`config.mk`:
```
export PLATFORM = sky130hd
export DESIGN_NAME = dacbuf_top
export DESIGN_NICKNAME = d
export VERILOG_FILES = /design/src/rtl/dacbuf_pkg.sv /design/src/rtl/dacbuf_ctrl.sv /design/src/rtl/dacbuf_datapath.sv /design/src/rtl/dacbuf_top.sv
export SDC_FILE = /design/constraint.sdc
export NUM_CORES = 1
export LEC_CHECK = 0
export ABC_AREA = 1
export BUFFER_PORTS_ARGS = -buffer_cell sky130_fd_sc_hd__buf_2
export CAP_MARGIN = 20
export CELL_PAD_IN_SITES_DETAIL_PLACEMENT = 1
export CELL_PAD_IN_SITES_GLOBAL_PLACEMENT = 2
export CORE_UTILIZATION = 30
export CTS_CLUSTER_DIAMETER = 30
export DETAILED_ROUTE_END_ITERATION = 6
export GPL_TIMING_DRIVEN = 0
export PLACE_DENSITY = 0.77
export SYNTH_ARGS = -nofsm -noshare
export SYNTH_HDL_FRONTEND = slang
export SYNTH_HIERARCHICAL = 1
export SYNTH_SLANG_ARGS = --single-unit
```
`constraint.sdc`:
```
create_clock -name clk -period 2.1 [get_ports clk]
set_clock_uncertainty 0.2 [all_clocks]
set_input_delay 0.42 -clock clk [delete_from_list [all_inputs] [get_ports clk]]
set_output_delay 0.42 -clock clk [all_outputs]
set_load 0.005 [all_outputs]
```
`src/rtl/dacbuf_pkg.sv`:
```
package dacbuf_pkg;

  typedef enum logic [1:0] {
    REG_LOW  = 2'd0,
    REG_HIGH = 2'd1,
    REG_CTRL = 2'd2,
    REG_NONE = 2'd3
  } regSel_e;

  // Strobes passed from control to datapath
  typedef struct packed {
    logic wrLow;       // write low byte into holding value
    logic wrHigh;      // write high byte and commit staged pair
    logic loadShadow;  // load converter shadow register
    logic fromFresh;   // shadow takes the pair committed this cycle
    logic leftAdj;     // current alignment mode
  } dpStrobe_t;

endpackage

```
`src/rtl/dacbuf_ctrl.sv`:
```
module dacbuf_ctrl
  import dacbuf_pkg::*;
#(
  parameter int BYTE_W   = 8,
  parameter int NUM_TRIG = 8,
  localparam int SEL_W   = (NUM_TRIG > 1) ? $clog2(NUM_TRIG) : 1,
  localparam int CTRL_W  = 2 + SEL_W
) (
  input  logic              clk,
  input  logic              rstN,
  input  logic              wrEn,
  input  logic [1:0]        wrAddr,
  input  logic [CTRL_W-1:0] ctrlData,
  input  logic [NUM_TRIG-1:0] trigIn,
  output dpStrobe_t         strb,
  output logic [BYTE_W-1:0] ctrlRead,
  output logic              autoTrig,
  output logic              trigEvent
);

  localparam int AUTO_BIT = 0;
  localparam int LEFT_BIT = 1;
  localparam int SEL_LSB  = 2;

  logic              leftAdjQ;
  logic [SEL_W-1:0]  trigSelQ;
  logic [NUM_TRIG-1:0] trigPrevQ;
  logic [NUM_TRIG-1:0] trigRise;
  logic              wrLow, wrHigh, wrCtrl;

  always_comb begin
    wrLow  = wrEn && (wrAddr == REG_LOW);
    wrHigh = wrEn && (wrAddr == REG_HIGH);
    wrCtrl = wrEn && (wrAddr == REG_CTRL);
  end

  always_ff @(posedge clk) begin
    if (!rstN) begin
      autoTrig <= 1'b0;
      leftAdjQ <= 1'b0;
      trigSelQ <= '0;
    end else if (wrCtrl) begin
      autoTrig <= ctrlData[AUTO_BIT];
      leftAdjQ <= ctrlData[LEFT_BIT];
      trigSelQ <= ctrlData[SEL_LSB +: SEL_W];
    end
  end

  // Rising-edge detection against the previous clock's sample
  always_ff @(posedge clk) begin
    if (!rstN) trigPrevQ <= '0;
    else       trigPrevQ <= trigIn;
  end

  always_comb begin
    trigRise  = trigIn & ~trigPrevQ;
    trigEvent = trigRise[trigSelQ];
  end

  always_comb begin
    strb.wrLow      = wrLow;
    strb.wrHigh     = wrHigh;
    strb.leftAdj    = leftAdjQ;
    strb.fromFresh  = wrHigh;
    strb.loadShadow = autoTrig ? trigEvent : wrHigh;
  end

  always_comb begin
    ctrlRead = '0;
    ctrlRead[AUTO_BIT] = autoTrig;
    ctrlRead[LEFT_BIT] = leftAdjQ;
    ctrlRead[SEL_LSB +: SEL_W] = trigSelQ;
  end


  level_no_refire_chk: assert property (@(posedge clk) disable iff (!rstN)
    (trigEvent && !wrCtrl) |=> !trigEvent);

endmodule

```
`src/rtl/dacbuf_datapath.sv`:
```
module dacbuf_datapath
  import dacbuf_pkg::*;
#(
  parameter int CODE_W = 10,
  parameter int BYTE_W = 8,
  localparam int SPLIT = CODE_W - BYTE_W
) (
  input  logic              clk,
  input  logic              rstN,
  input  dpStrobe_t         strb,
  input  logic [BYTE_W-1:0] wrData,
  input  logic [1:0]        rdAddr,
  input  logic [BYTE_W-1:0] ctrlRead,
  output logic [BYTE_W-1:0] rdData,
  output logic [CODE_W-1:0] stagedCode,
  output logic [CODE_W-1:0] dacCode
);

  logic [CODE_W-1:0] holdQ, holdNext;
  logic [CODE_W-1:0] stagedQ, shadowQ;
  logic [BYTE_W-1:0] lowRead, highRead;

  // Holding value: the code as the bytes currently describe it
  always_comb begin
    holdNext = holdQ;
    if (strb.wrLow) begin
      if (strb.leftAdj) holdNext[SPLIT-1:0] = wrData[BYTE_W-1 -: SPLIT];
      else              holdNext[BYTE_W-1:0] = wrData;
    end
    if (strb.wrHigh) begin
      if (strb.leftAdj) holdNext[CODE_W-1:SPLIT] = wrData;
      else              holdNext[CODE_W-1:BYTE_W] = wrData[SPLIT-1:0];
    end
  end

  always_ff @(posedge clk) begin
    if (!rstN) begin
      holdQ   <= '0;
      stagedQ <= '0;
      shadowQ <= '0;
    end else begin
      holdQ <= holdNext;
      if (strb.wrHigh) stagedQ <= holdNext;
      if (strb.loadShadow) shadowQ <= strb.fromFresh ? holdNext : stagedQ;
    end
  end

  always_comb begin
    lowRead  = '0;
    highRead = '0;
    if (strb.leftAdj) begin
      lowRead[BYTE_W-1 -: SPLIT] = holdQ[SPLIT-1:0];
      highRead = holdQ[CODE_W-1:SPLIT];
    end else begin
      lowRead = holdQ[BYTE_W-1:0];
      highRead[SPLIT-1:0] = holdQ[CODE_W-1:BYTE_W];
    end
  end

  always_comb begin
    case (rdAddr)
      REG_LOW:  rdData = lowRead;
      REG_HIGH: rdData = highRead;
      REG_CTRL: rdData = ctrlRead;
      default:  rdData = '0;
    endcase
  end

  assign stagedCode = stagedQ;
  assign dacCode    = shadowQ;


  low_write_hold_chk: assert property (@(posedge clk) disable iff (!rstN)
    (strb.wrLow && !strb.loadShadow) |=> $stable(shadowQ));


  fresh_pair_chk: assert property (@(posedge clk) disable iff (!rstN)
    (strb.loadShadow && strb.fromFresh) |=> (shadowQ == stagedQ));

endmodule

```
`src/rtl/dacbuf_top.sv`:
```
module dacbuf_top
  import dacbuf_pkg::*;
#(
  parameter int CODE_W   = 10,
  parameter int BYTE_W   = 8,
  parameter int NUM_TRIG = 8,
  localparam int SEL_W   = (NUM_TRIG > 1) ? $clog2(NUM_TRIG) : 1,
  localparam int CTRL_W  = 2 + SEL_W
) (
  input  logic                clk,
  input  logic                rstN,
  input  logic                wrEn,
  input  logic [1:0]          wrAddr,
  input  logic [BYTE_W-1:0]   wrData,
  input  logic [1:0]          rdAddr,
  output logic [BYTE_W-1:0]   rdData,
  input  logic [NUM_TRIG-1:0] trigIn,
  output logic [CODE_W-1:0]   dacCode
);

  dpStrobe_t         strb;
  logic [BYTE_W-1:0] ctrlRead;
  logic [CODE_W-1:0] stagedCode;
  logic              autoTrig, trigEvent;

  dacbuf_ctrl #(.BYTE_W(BYTE_W), .NUM_TRIG(NUM_TRIG)) u_ctrl (
    .clk(clk), .rstN(rstN), .wrEn(wrEn), .wrAddr(wrAddr),
    .ctrlData(wrData[CTRL_W-1:0]), .trigIn(trigIn),
    .strb(strb), .ctrlRead(ctrlRead),
    .autoTrig(autoTrig), .trigEvent(trigEvent)
  );

  dacbuf_datapath #(.CODE_W(CODE_W), .BYTE_W(BYTE_W)) u_dp (
    .clk(clk), .rstN(rstN), .strb(strb), .wrData(wrData),
    .rdAddr(rdAddr), .ctrlRead(ctrlRead), .rdData(rdData),
    .stagedCode(stagedCode), .dacCode(dacCode)
  );


  direct_load_chk: assert property (@(posedge clk) disable iff (!rstN)
    (wrEn && wrAddr == REG_HIGH && !autoTrig) |=> (dacCode == stagedCode));


  trig_wait_chk: assert property (@(posedge clk) disable iff (!rstN)
    (autoTrig && !trigEvent) |=> $stable(dacCode));


  direct_ignores_trig_chk: assert property (@(posedge clk) disable iff (!rstN)
    (!autoTrig && !(wrEn && wrAddr == REG_HIGH)) |=> $stable(dacCode));

endmodule

```
**After elaboration in Yosys (flattened, before gate mapping)**

Cells that the tools add are included.

- Memories kept: 0
- Bits in latches: 0
- Logic and storage cells: 33
- Bits in writable memories: 0
- Input bits: 23
- Bits in read-only memories: 0
- Register bits: 43
- Output and inout port bits: 18

- Bitwise gates (word level): 2
- Equality and inequality tests: 4
- Order comparisons: 1
- Add/subtract/negate cells: 0
- Reduce and logical (&&, ||, !) cells: 5
- Shift operators: 0
- Multiply operators: 0
- Div/mod/pow operators: 0
- Muxes and demuxes: 14

Operators by type and width:

| operator | count |
|---|---|
| $mux 6 | 4 |
| $pmux 8 s3 | 1 |
| $mux 8 | 2 |
| $mux 10 | 1 |
| $and 8x8->8 | 1 |
| $not 8->8 | 1 |
| $mux 2 | 3 |
| $eq 2x1->1 const B | 2 |
| $eq 2x2->1 const B | 2 |
| $logic_not 2->1 | 2 |
| $lt 3x4->1 const B | 1 |
| $bmux 1 s3 | 1 |
| $logic_and 1x1->1 | 3 |
| $mux 1 | 2 |

**Longest topological paths before layout**

- Depth in word-level cells: 6
- Mapped depth: 10
- Depth with buffers taken out: 10

**Modules after synthesis**

Netlist, hierarchy kept.

Modules (own cells, without submodules):

| module | area each (um^2) | cells an instance | instances | sequential area each (um^2) |
|---|---|---|---|---|
| dacbuf_datapath | 1,466.4 | 217 | 1 | 600.6 |
| dacbuf_ctrl | 618.1 | 84 | 1 | 260.2 |

**Worst setup path before layout**

OpenSTA, ideal clock, no wires.

- Path type: in2reg
- Start point: in wrAddr[0]
- End point: reg u_dp.stagedQ[5], in the netlist u_dp/stagedCode[5]
- Setup time: 0.119 ns
- Arrival: 1.391 ns
- Data required time: 1.781 ns
- Stages: 8
- Slack: 0.390 ns
- Path buffers: 2
- Cells stage by stage: inv_1 nor3_1 buf_4 nand2_1 buf_6 or2_1 nand2_1 a21oi_1

- Elaborated cells on any way between the ends: 8
- Classes of those cells: 1 x eq/ne; 4 x mux; 3 x reduce/logical

RTL lines:

| what | line | text |
|---|---|---|
| start: declaration | dacbuf_top.sv:13 | `input logic [1:0] wrAddr,` |
| $eq 2x1->1 (*) | dacbuf_ctrl.sv:33 | `wrHigh = wrEn && (wrAddr == REG_HIGH);` |
| $logic_and 1x1->1 (*) | dacbuf_ctrl.sv:33 |  |
| named net u_ctrl.wrHigh | dacbuf_ctrl.sv:29 | `logic wrLow, wrHigh, wrCtrl;` |
| $mux 8 | dacbuf_datapath.sv:30 | `if (strb.wrHigh) begin` |
| $mux 10 (*) | - |  |
| end signal: assignment | dacbuf_datapath.sv:43 | `if (strb.wrHigh) stagedQ <= holdNext;` |
| end: declaration | dacbuf_datapath.sv:20 | `logic [CODE_W-1:0] stagedQ, shadowQ;` |

Mark *: on every way through the listed nets, which the timed path passes. The rest lies on a longest branch.
A chain may end at the register's enable or synchronous reset.

**Worst setup path in the final report**

- Start point: reg u_ctrl.leftAdjQ
- End point: out rdData[0]

- Cells in the longest elaborated chain, start to end: 2
- Elaborated cells on any way between the ends: 3
- Classes of those cells: 3 x mux

Ends and longest elaborated chain:

| what | line | text |
|---|---|---|
| start: declaration | dacbuf_ctrl.sv:25 | `logic leftAdjQ;` |
| start signal: assignment | dacbuf_ctrl.sv:44 | `leftAdjQ <= ctrlData[LEFT_BIT];` |
| $mux 2 or $mux 6 (tied branches) | dacbuf_datapath.sv:51 | `if (strb.leftAdj) begin` |
| $pmux 8 s3 (*) | dacbuf_datapath.sv:61 | `case (rdAddr)` |
| end: declaration | dacbuf_top.sv:16 | `output logic [BYTE_W-1:0] rdData,` |

Every way passes the cells marked *; elsewhere a longest branch is shown, timed or not.

==> metrics.txt <==
vias post-DR=2069; Crit path depth=5; final wirelength=approximately 6200 um; Reg2Reg Setup Slack=around 0.25 ns; Final ANT Viol Nets=0; first-pass GRT wire length=10300 um; Rows=30; Pins Over Slew Limit=0; clock root buffer=clkbuf_8; synthesized netlist cell count=301; Synth Area in Compound Gates=16.3%; core area=6760 um^2; CTS buffer count=5; Final Power=0.00180 W; Max Buffers Root-to-Sink=2; PortBufs=40; initial drt markers=54; sequential fraction of the synthesis area=41.3%; RSZ-0062 raised after global routing=yes; worst hold margin=0.111 ns; DR pass1 iterations=4; largest family of logic cells by synthesized area=simple AND/OR/NAND/NOR gates; clk sink count=43; global placement routability congestion=roughly 0.76; largest net degree at the start of global routing=15; Boundary Pins=41; Syn Area/Cell=between 6 and 7 um^2; H-tree levels=2; Synth Area in Adders=0%; outcome=finished, final reports clean; grt total ovfl=0; kind of cell adding the most delay to the critical path=simple AND/OR/NAND/NOR gates; area of the die=7290 um^2; fmax=486 MHz; Die H=around 85 um; mux cell area share after synthesis=0%; crit path max fanout=6; DP HPWL=about 4800 um; residual DRC count=0; critical path data required time=1.48 ns; Cell Area, Synth=2080 um^2; Period minus WS final=2.06 ns; Tot GR Track Use=18.3%; vias in the first global route=2109; Post-Synth Simple-Gate Area=29.2%; initial antenna violation count=0; Area growth, synth to finish=22.3%; PD cells=between 700 and 800 nW/um^2; Nets=375; Peak VDD IR=0.303 mV; Synth Area in XOR/XNOR=0%; CTS clock-pin slew for the worst setup and hold paths=0.08 ns; CP max stage cell=dfxtp_4; CTS tree=yes; post-synth cell types=24; CP startpoint kind=flip-flop; diode count=0; Worst Hold Class=primary input to flip-flop; vias per cell=4.78; Leak=1.23 nW; die width=85.4 um; warning count from the yosys run=6; Final Hold Viols=0; Skew-Pair Late Insertion Delay=0.29 ns; maxcap violations=0; hold path depth=3; critical path capture point type=output port; Yosys reg bits=43; wire length per cell=14.3 um; WP buf/inv=2; kind of critical path=flip-flop to output port; final period utilization=97.9%; Final Setup Violations=0; FF-to-FF path depth=9; largest stage delay on the critical path=0.37 ns; Arrival @ worst endpoint=1.44 ns; starting density of the core=30.9%; layout cell share with drive strength beyond 1=23.5%; worst-path cell chain=buf_8, nor3_4, nand2_1, o211ai_1, buf_2
-- worst paths after layout --
| check | startpoint | end |
|---|---|---|
| worst max-delay path | u_ctrl/leftAdjQ | rdData[0] |
| worst max register to register | u_ctrl/trigSelQ[0] | u_dp/dacCode[4] |
| worst min-delay path | trigIn[5] | u_ctrl/trigPrevQ[5] |
| worst min register to register | u_dp/stagedCode[9] | u_dp/stagedCode[9] |
-- logic make-up after synthesis --
kind of cell | count (synthesis)
compound gates | 66
buf+inv | 57
flops | 43
other cells | 1
simple gates | 134
-- worst register-to-register path, delay by kind of cell, from the launching register on --
family                 cells  cell delay, ns
AND/OR/NAND/NOR            6            0.58
flip-flops                 1            0.47
AO/OA/AOI/OAI              2            0.27
buffers and inverters      1            0.23
-- state kept, by name, summed over array words and instances, names as in the netlist --
signal            count
u_ctrl/autoTrig       1
u_ctrl/leftAdjQ       1
u_ctrl/trigPrevQ      8
u_ctrl/trigSelQ       3
u_dp/dacCode         10
u_dp/holdQ           10
u_dp/stagedCode      10
-- stage by stage --
stage	utilization, %	area [um^2]	setup TNS [ns]	cells	setup WS (ns)
2_1_floorplan	-	2090	0	303	0.390
3_3_place_gp	35.4	2390	0	423	0.0102
3_5_place_dp	35.4	2390	-0.0250	423	-0.0250
4_1_cts	37.4	2530	0	432	0.0186
5_1_grt	37.7	2550	-0.00625	433	-0.00625
6_report	37.7	2550	0	433	0.0436
-- cells in the final DEF, fill, tap and decap left out, types with 2 or more instances in the layout --
master / instances
nand2_1: 67
buf_2: 45
dfxtp_1: 42
nand3_1: 39
a21oi_1: 37
inv_1: 32
o21ai_0: 24
buf_4: 11
nor2_1: 11
clkbuf_8: 5
nand3_2: 4
o211ai_1: 4
conb_1: 3
or2_1: 3
inv_2: 2
nand3b_1: 2
nand2_2: 2
nor3_1: 2
buf_6: 2
nor2_2: 2
clkbuf_2: 2
clkbuf_1: 2
-- synthesized netlist by cell type --
master | number | area share [%]
clkbuf_2 | 1 | 0.24
o21ai_1 | 1 | 0.24
clkinv_1 | 2 | 0.36
nand2_1 | 67 | 12
buf_4 | 9 | 3.2
or2_2 | 1 | 0.30
buf_6 | 2 | 1.1
nor2_1 | 13 | 2.3
buf_2 | 6 | 1.4
nand2_2 | 2 | 0.60
nand3_1 | 39 | 9.4
inv_1 | 32 | 5.8
a21oi_1 | 37 | 8.9
o21ai_0 | 24 | 5.8
nand3_2 | 4 | 1.9
nor3_1 | 2 | 0.48
nand3b_1 | 2 | 0.72
or2_1 | 3 | 0.90
o211ai_1 | 4 | 1.4
conb_1 | 1 | 0.18
inv_2 | 2 | 0.36
nor3_2 | 1 | 0.48
dfxtp_1 | 43 | 41
clkbuf_1 | 3 | 0.54
-- per-layer routing --
layer	track usage, %	share of wire, %	vias to the layer above
li1	-	-	1069
met1	23.8	48	964
met2	31.7	48	32
met3	3.02	2.5	4
met4	4.55	0.71	0
met5	0	0	-
-- final cells by class --
class,count,area [um^2]
tap,80,100
clock inverter,3,43.8
buffer,20,140
inverter,36,139
fill,891,4210
clock buffer,5,68.8
timing repair buffer,43,223
multi-input combinational,203,971
sequential,43,865
-- power breakdown --
part	switching, W	total [W]	internal, W
clock network	0.000298	0.000653	0.000354
logic	0.000154	0.000258	0.000104
registers	0.0000273	0.000887	0.000860
-- repair_timing --
| item | 4_1_cts | 5_1_grt |
|---|---|---|
| hold buffers | 0 | 0 |
| pin swaps | 5 | 0 |
| setup buffers | 2 | 1 |
| endpoints found under the setup margin | 8 | 17 |
| resized for setup | 5 | 6 |
No activity file was read; power rests on OpenSTA's default activity.
